--- src/rtl/icap_pkg.sv ---
package icap_pkg;
  typedef enum logic {
    EDGE_FALL = 1'b0,
    EDGE_RISE = 1'b1
  } edge_dir_e;
endpackage

--- src/rtl/icap_sync.sv ---
module icap_sync #(
  parameter int STAGES = 2
) (
  input  logic clk,
  input  logic rst,
  input  logic d_i,
  output logic q_o
);
  logic [STAGES-1:0] chain;

  always_ff @(posedge clk) begin
    if (rst) chain <= '0;
    else     chain <= {chain[STAGES-2:0], d_i};
  end

  assign q_o = chain[STAGES-1];
endmodule

--- src/rtl/icap_filter.sv ---
module icap_filter #(
  parameter int LEN = 4
) (
  input  logic clk,
  input  logic rst,
  input  logic d_i,
  output logic q_o
);
  localparam int HW = LEN - 1;

  logic [HW-1:0] hist;
  logic          q_r;
  logic          all_hi;
  logic          all_lo;

  always_comb begin
    all_hi = &{hist, d_i};
    all_lo = ~|{hist, d_i};
  end

  generate
    if (HW > 1) begin : g_multi
      always_ff @(posedge clk) begin
        if (rst) hist <= '0;
        else     hist <= {hist[HW-2:0], d_i};
      end
    end else begin : g_single
      always_ff @(posedge clk) begin
        if (rst) hist <= '0;
        else     hist <= d_i;
      end
    end
  endgenerate

  always_ff @(posedge clk) begin
    if (rst)         q_r <= 1'b0;
    else if (all_hi) q_r <= 1'b1;
    else if (all_lo) q_r <= 1'b0;
  end

  assign q_o = q_r;
endmodule

--- src/rtl/icap_edge.sv ---
module icap_edge
  import icap_pkg::*;
(
  input  logic      clk,
  input  logic      rst,
  input  logic      level_i,
  input  edge_dir_e dir_i,
  input  logic      gate_off_i,
  output logic      event_o
);
  logic prev;
  logic rise;
  logic fall;

  always_ff @(posedge clk) begin
    if (rst) prev <= 1'b0;
    else     prev <= level_i;
  end

  always_comb begin
    rise    = level_i & ~prev;
    fall    = ~level_i & prev;
    event_o = ~gate_off_i & ((dir_i == EDGE_RISE) ? rise : fall);
  end
endmodule

--- src/rtl/icap_unit.sv ---
module icap_unit
  import icap_pkg::*;
#(
  parameter int CNT_W       = 16,
  parameter int SYNC_STAGES = 2,
  parameter int FILT_LEN    = 4
) (
  input  logic             clk,
  input  logic             rst,
  input  logic             cap_pin_i,
  input  logic [CNT_W-1:0] count_i,
  input  logic             filt_en_i,
  input  logic             edge_rise_i,
  input  logic             top_sel_i,
  input  logic             flag_clr_i,
  input  logic             irq_en_i,
  output logic [CNT_W-1:0] cap_value_o,
  output logic             cap_flag_o,
  output logic             irq_o
);
  logic             pin_sync;
  logic             pin_filt;
  logic             level_sel;
  logic             cap_ev;
  logic             flag_nxt;
  logic [CNT_W-1:0] value_r;
  logic             flag_r;
  logic             irq_r;

  icap_sync #(.STAGES(SYNC_STAGES)) u_sync (
    .clk (clk),
    .rst (rst),
    .d_i (cap_pin_i),
    .q_o (pin_sync)
  );

  icap_filter #(.LEN(FILT_LEN)) u_filt (
    .clk (clk),
    .rst (rst),
    .d_i (pin_sync),
    .q_o (pin_filt)
  );

  assign level_sel = filt_en_i ? pin_filt : pin_sync;

  icap_edge u_edge (
    .clk        (clk),
    .rst        (rst),
    .level_i    (level_sel),
    .dir_i      (edge_dir_e'(edge_rise_i)),
    .gate_off_i (top_sel_i),
    .event_o    (cap_ev)
  );

  assign flag_nxt = cap_ev | (flag_r & ~flag_clr_i);

  always_ff @(posedge clk) begin
    if (rst) begin
      value_r <= '0;
      flag_r  <= 1'b0;
      irq_r   <= 1'b0;
    end else begin
      if (cap_ev) value_r <= count_i;
      flag_r <= flag_nxt;
      irq_r  <= flag_nxt & irq_en_i;
    end
  end

  assign cap_value_o = value_r;
  assign cap_flag_o  = flag_r;
  assign irq_o       = irq_r;
endmodule

--- config.mk ---
export PLATFORM = sky130hd
export DESIGN_NAME = icap_unit
export DESIGN_NICKNAME = d
export VERILOG_FILES = /design/src/rtl/icap_pkg.sv /design/src/rtl/icap_sync.sv /design/src/rtl/icap_filter.sv /design/src/rtl/icap_edge.sv /design/src/rtl/icap_unit.sv
export SDC_FILE = /design/constraint.sdc
export NUM_CORES = 1
export LEC_CHECK = 0
export BUFFER_PORTS_ARGS = -buffer_cell sky130_fd_sc_hd__buf_2
export CELL_PAD_IN_SITES_DETAIL_PLACEMENT = 0
export CELL_PAD_IN_SITES_GLOBAL_PLACEMENT = 2
export CORE_ASPECT_RATIO = 0.6
export CORE_MARGIN = 2
export CORE_UTILIZATION = 25
export CTS_BUF_LIST = sky130_fd_sc_hd__clkbuf_4 sky130_fd_sc_hd__clkbuf_8
export DETAILED_ROUTE_END_ITERATION = 12
export PLACE_DENSITY = 0.79
export SLEW_MARGIN = 25
export SYNTH_ARGS = -nofsm -noshare
export SYNTH_HDL_FRONTEND = slang
export SYNTH_SLANG_ARGS = --single-unit
--- constraint.sdc ---
create_clock -name clk -period 1.7 [get_ports clk]
set_input_delay 0.34 -clock clk [delete_from_list [all_inputs] [get_ports clk]]
set_output_delay 0.34 -clock clk [all_outputs]
set_load 0.02 [all_outputs]
# Word-level counts from Yosys, hierarchy flattened
# Cells that the tools add are included.
# Widths: inputs -> output; s select.
totals:
  regBits: 25
  input_bits: 24
  out_inout_bits: 18
  elab_cells: 24
op_classes:
  n_eq_ne: 1
  muxes: 4
  n_bitwise: 10
  n_reduce_logical: 2
ops:
  columns: ["operator", "count"]
  rows:
  - ["$and 1x1->1", 5]
  - ["$mux 1", 4]
  - ["$not 1->1", 4]
  - ["$reduce_and 4->1", 1]
  - ["$reduce_or 4->1", 1]
  - ["$ne 2x1->1 const B", 1]
  - ["$or 1x1->1", 1]

# Longest topological paths before layout
logic_depth:
  word_depth: 7
  mapped_depth: 5
  depth_no_buf: 3

# Modules after synthesis
# A second synthesis with hierarchy kept.
unflattened:
  hier_cells: 79
  hier_area_um2: 885.8
modules_own_cells:
  columns: ["mod", "instances", "cells_per_inst", "area_each_um2", "seq_area_each_um2"]
  rows:
  - ["icap_unit", 1, 60, 659.4, 360.3]
  - ["icap_filter", 1, 10, 126.4, 80.1]
  - ["icap_sync", 1, 4, 52.6, 40.0]
  - ["icap_edge", 1, 5, 47.5, 20.0]

# Worst setup path before layout
# OpenSTA, ideal clock, no wires.
synth_timing:
  path_kind: "input to register"
  from: "input port filt_en_i"
  to: "register value_r[10], in the netlist cap_value_o[10]"
  setup_ps: 118
  t_arrival_ps: 1310
  t_required_ps: 1582
  path_slack_ps: 272
  stages: 5
  n_path_buf: 2
  path_cell_list: "mux2i_2 -> mux2_4 -> buf_6 -> buf_12 -> mux2i_1"
synth_via:
  elab_chain_cells: 5
  word_cells_on_any_way: 6
  cone_classes: "mux: 2; bitwise: 4"
synth_lines:
  columns: ["item", "line", "text"]
  rows:
  - ["start: declaration", "icap_unit.sv:12", "input logic filt_en_i,"]
  - ["$mux 1 (*)", "icap_unit.sv:44", "assign level_sel = filt_en_i ? pin_filt : pin_sync;"]
  - ["$not 1->1", "icap_edge.sv:22", "fall = ~level_i & prev;"]
  - ["$and 1x1->1", "icap_edge.sv:22", null]
  - ["$mux 1 (*)", "icap_edge.sv:23", "event_o = ~gate_off_i & ((dir_i == EDGE_RISE) ? rise : fall);"]
  - ["$and 1x1->1 (*)", "icap_edge.sv:23", null]
  - ["end signal: assignment", "icap_unit.sv:63", "if (cap_ev) value_r <= count_i;"]
  - ["end: declaration", "icap_unit.sv:26", "logic [CNT_W-1:0] value_r;"]
# Every way passes the cells marked *; elsewhere a longest branch is shown, timed or not.
# A chain may end at the register's enable or synchronous reset.

# Worst setup path after layout
layout_timing:
  from: "register u_sync.chain[1]"
  to: "register value_r[5], in the netlist cap_value_o[5]"
layout_via:
  elab_chain_cells: 5
  word_cells_on_any_way: 6
  cone_classes: "mux: 2; bitwise: 4"
layout_lines:
  columns: ["item", "line", "text"]
  rows:
  - ["start: declaration", "icap_sync.sv:9", "logic [STAGES-1:0] chain;"]
  - ["start signal: assignment", "icap_sync.sv:13", "else chain <= {chain[STAGES-2:0], d_i};"]
  - ["$mux 1 (*)", "icap_unit.sv:44", null]
  - ["$not 1->1", "icap_edge.sv:22", null]
  - ["$and 1x1->1", "icap_edge.sv:22", null]
  - ["$mux 1 (*)", "icap_edge.sv:23", null]
  - ["$and 1x1->1 (*)", "icap_edge.sv:23", null]
# Marked as above.

==> flow_metrics.tcl <==
set metrics [dict create \
    endpoint "cap_value_o[5]" \
    synth_area_um2 960 \
    hold-worst-slack_ns 0.288 \
    drt_iter0_drc 15 \
    ys_warn_count 0 \
    gp_congestion 0.743 \
    pin_count 42 \
    final_common_cell "buf_2" \
    netlist-cell-type-count 17 \
    start_kind "register" \
    placed_cell_area_um2 1200 \
    peakVddDrop_mv 0.299 \
    r2r_end "cap_value_o[5]" \
    power.leakage_nw 0.569 \
    setup_viol 0 \
    worst_slew_pin_slew_ns 0.258 \
    area_growth_pct 29.5 \
    drt_first_pass_iters 4 \
    cp_max_fo 16 \
    avgRoutedWirePerCell_um 10.4 \
    relSlewSlack 0.825 \
    synth_cells 98 \
    ys_seq_area_frac 0.522 \
    mostFrequentLayoutCells "buf_2 (41), nand2_1 (33), dfxtp_1 (25), mux2i_1 (17), nor2b_1 (5)" \
    die-width_um 84.0 \
    grt_pass1_wl_um 3470 \
    worstSetupPathType "register to register" \
    htree_levels 1 \
    finalPower_mw 1.02 \
    design_area_um2 1240 \
    clock-sinks 25 \
    hp-class "primary input to register" \
    crit_start "u_sync.chain[1]" \
    clk_pin_slew_ns 0.08 \
    cp.arrival_ns 1.48 \
    clock_latency_ns 0.26 \
    fp.dieH_um 52.0 \
    fin_skew_ns 0.00111 \
    cts_resized 0 \
    grt_pass1_vias 770 \
    reg2reg_from "u_sync.chain[1]" \
    grt_start_max_net_pins 17 \
    clockBufferDepth 2 \
    finalWirelength_um 1950 \
    setup_slack_ns 0.364 \
    worstPathRequired_ns 1.85 \
    rsz0062_at_grt "no" \
    rows 17 \
    grt_usage 0.102 \
    antenna_found_initial 0 \
    pre_cts_ws_ns 0.203 \
    viasPerCell 4.06 \
    routed-via-count 760 \
    grt_overflow_total 0 \
    post_cts_buffers 0 \
    fin_cells 187 \
    finalCritPeriodShare 0.786 \
    syn_avg_cell_area_um2 9.79 \
    cts_tree "built" \
    place_inst 183 \
    layout_min_cycle_time_ns 1.34 \
    coreArea_um2 3680 \
    end_kind "register" \
    fmax_ghz 0.748 \
    drc 0 \
    reg2reg_depth 3 \
    antenna_cells 0 \
    tns_ns 0 \
    port_buffers 41 \
    drive_gt1_frac 0.350 \
    cts_buffers 3 \
    final_util 0.338 \
    clockRootBuffer "clkbuf_8" \
    slew_viol_final 0 \
    power_density_nw_per_um2 817 \
    ys_seq_elements 25 \
    place_hpwl_um 1500 \
    start_util 0.261 \
    status "finished clean" \
    die-area_um2 4370 \
    hold_violations 0 \
    syn-num-nets 122 \
    final_antenna_net_count 0 \
    nFillCells 391 \
    maxCapViolCount 0 \
    nets 165 \
    ctsHoldBuffers 0 \
    r2r_setup_slack_ns 0.36 \
]
==> power by group <==
part	leakage (nW)	switching, mW	total [mW]	internal (mW)
combinational	0.341	0.0411	0.0799	0.0388
clock	0.0255	0.174	0.338	0.163
sequential	0.202	0.00429	0.598	0.594
total	0.569	0.219	1.02	0.796
==> cells in the mapped netlist, drive strengths merged <==
cell,count,area (µm²)
buf,2,31.3
o31ai,1,7.51
nor2b,5,31.3
mux2,1,15.0
nand2,33,124
dfxtp,25,500
clkbuf,3,11.3
inv,1,3.75
nand2b,1,6.26
mux2i,18,184
nor3b,2,15.0
nor2,1,3.75
a21oi,3,15.0
o21ai,1,5.00
and3,1,6.26
==> registers in the layout, summed over array words and instances (netlist names) <==
signal,flops
cap_value_o,16
u_filt.hist,3
u_sync.chain,2
cap_flag_o,1
irq_o,1
u_edge.prev,1
u_filt.q_o,1
==> area by class of cell <==
type	instances	area, µm²	area share
tap	47	58.8	0.0473
inverter	1	3.75	0.00302
clock buffer	3	41.3	0.0332
timing repair buffer	43	220	0.177
sequential	25	500	0.403
clock inverter	1	5.00	0.00403
multi-input combinational	67	413	0.332
==> cell families (layout without fill, tap and decap cells) <==
family	after synthesis	count (layout)	synth area share
multiplexers	19	19	0.207
AND/OR/NAND/NOR	43	43	0.194
flip-flops	25	25	0.522
buffers and inverters	6	48	0.0482
AO/OA/AOI/OAI	5	5	0.0287
==> how the worst min path moves through the flow <==
stage,from,end,slack [ns],depth (start not counted)
2_1_floorplan,rst,cap_flag_o,0.41,1
3_3_place_gp,u_sync.chain[0],u_sync.chain[1],0.42,1
4_1_cts,irq_en_i,irq_o,0.28,3
5_1_grt,count_i[1],cap_value_o[1],0.30,3
6_report,irq_en_i,irq_o,0.29,3
3_5_place_dp,u_sync.chain[0],u_sync.chain[1],0.43,1
==> routing by layer <==
layer  vias up  global-route usage  share of wire
met5         -                   0              0
met1       330               0.135           0.51
met3         2              0.0397          0.066
met4         0              0.0323         0.0082
met2        24               0.153           0.41
li1        404                   -              -
==> critical path, stage by stage (launching register included) <==
cell and delay [ns]:
dfxtp_1 0.35, mux2i_2 0.25, mux2_4 0.46, mux2i_1 0.16
Power figures use the tool's default switching activity.
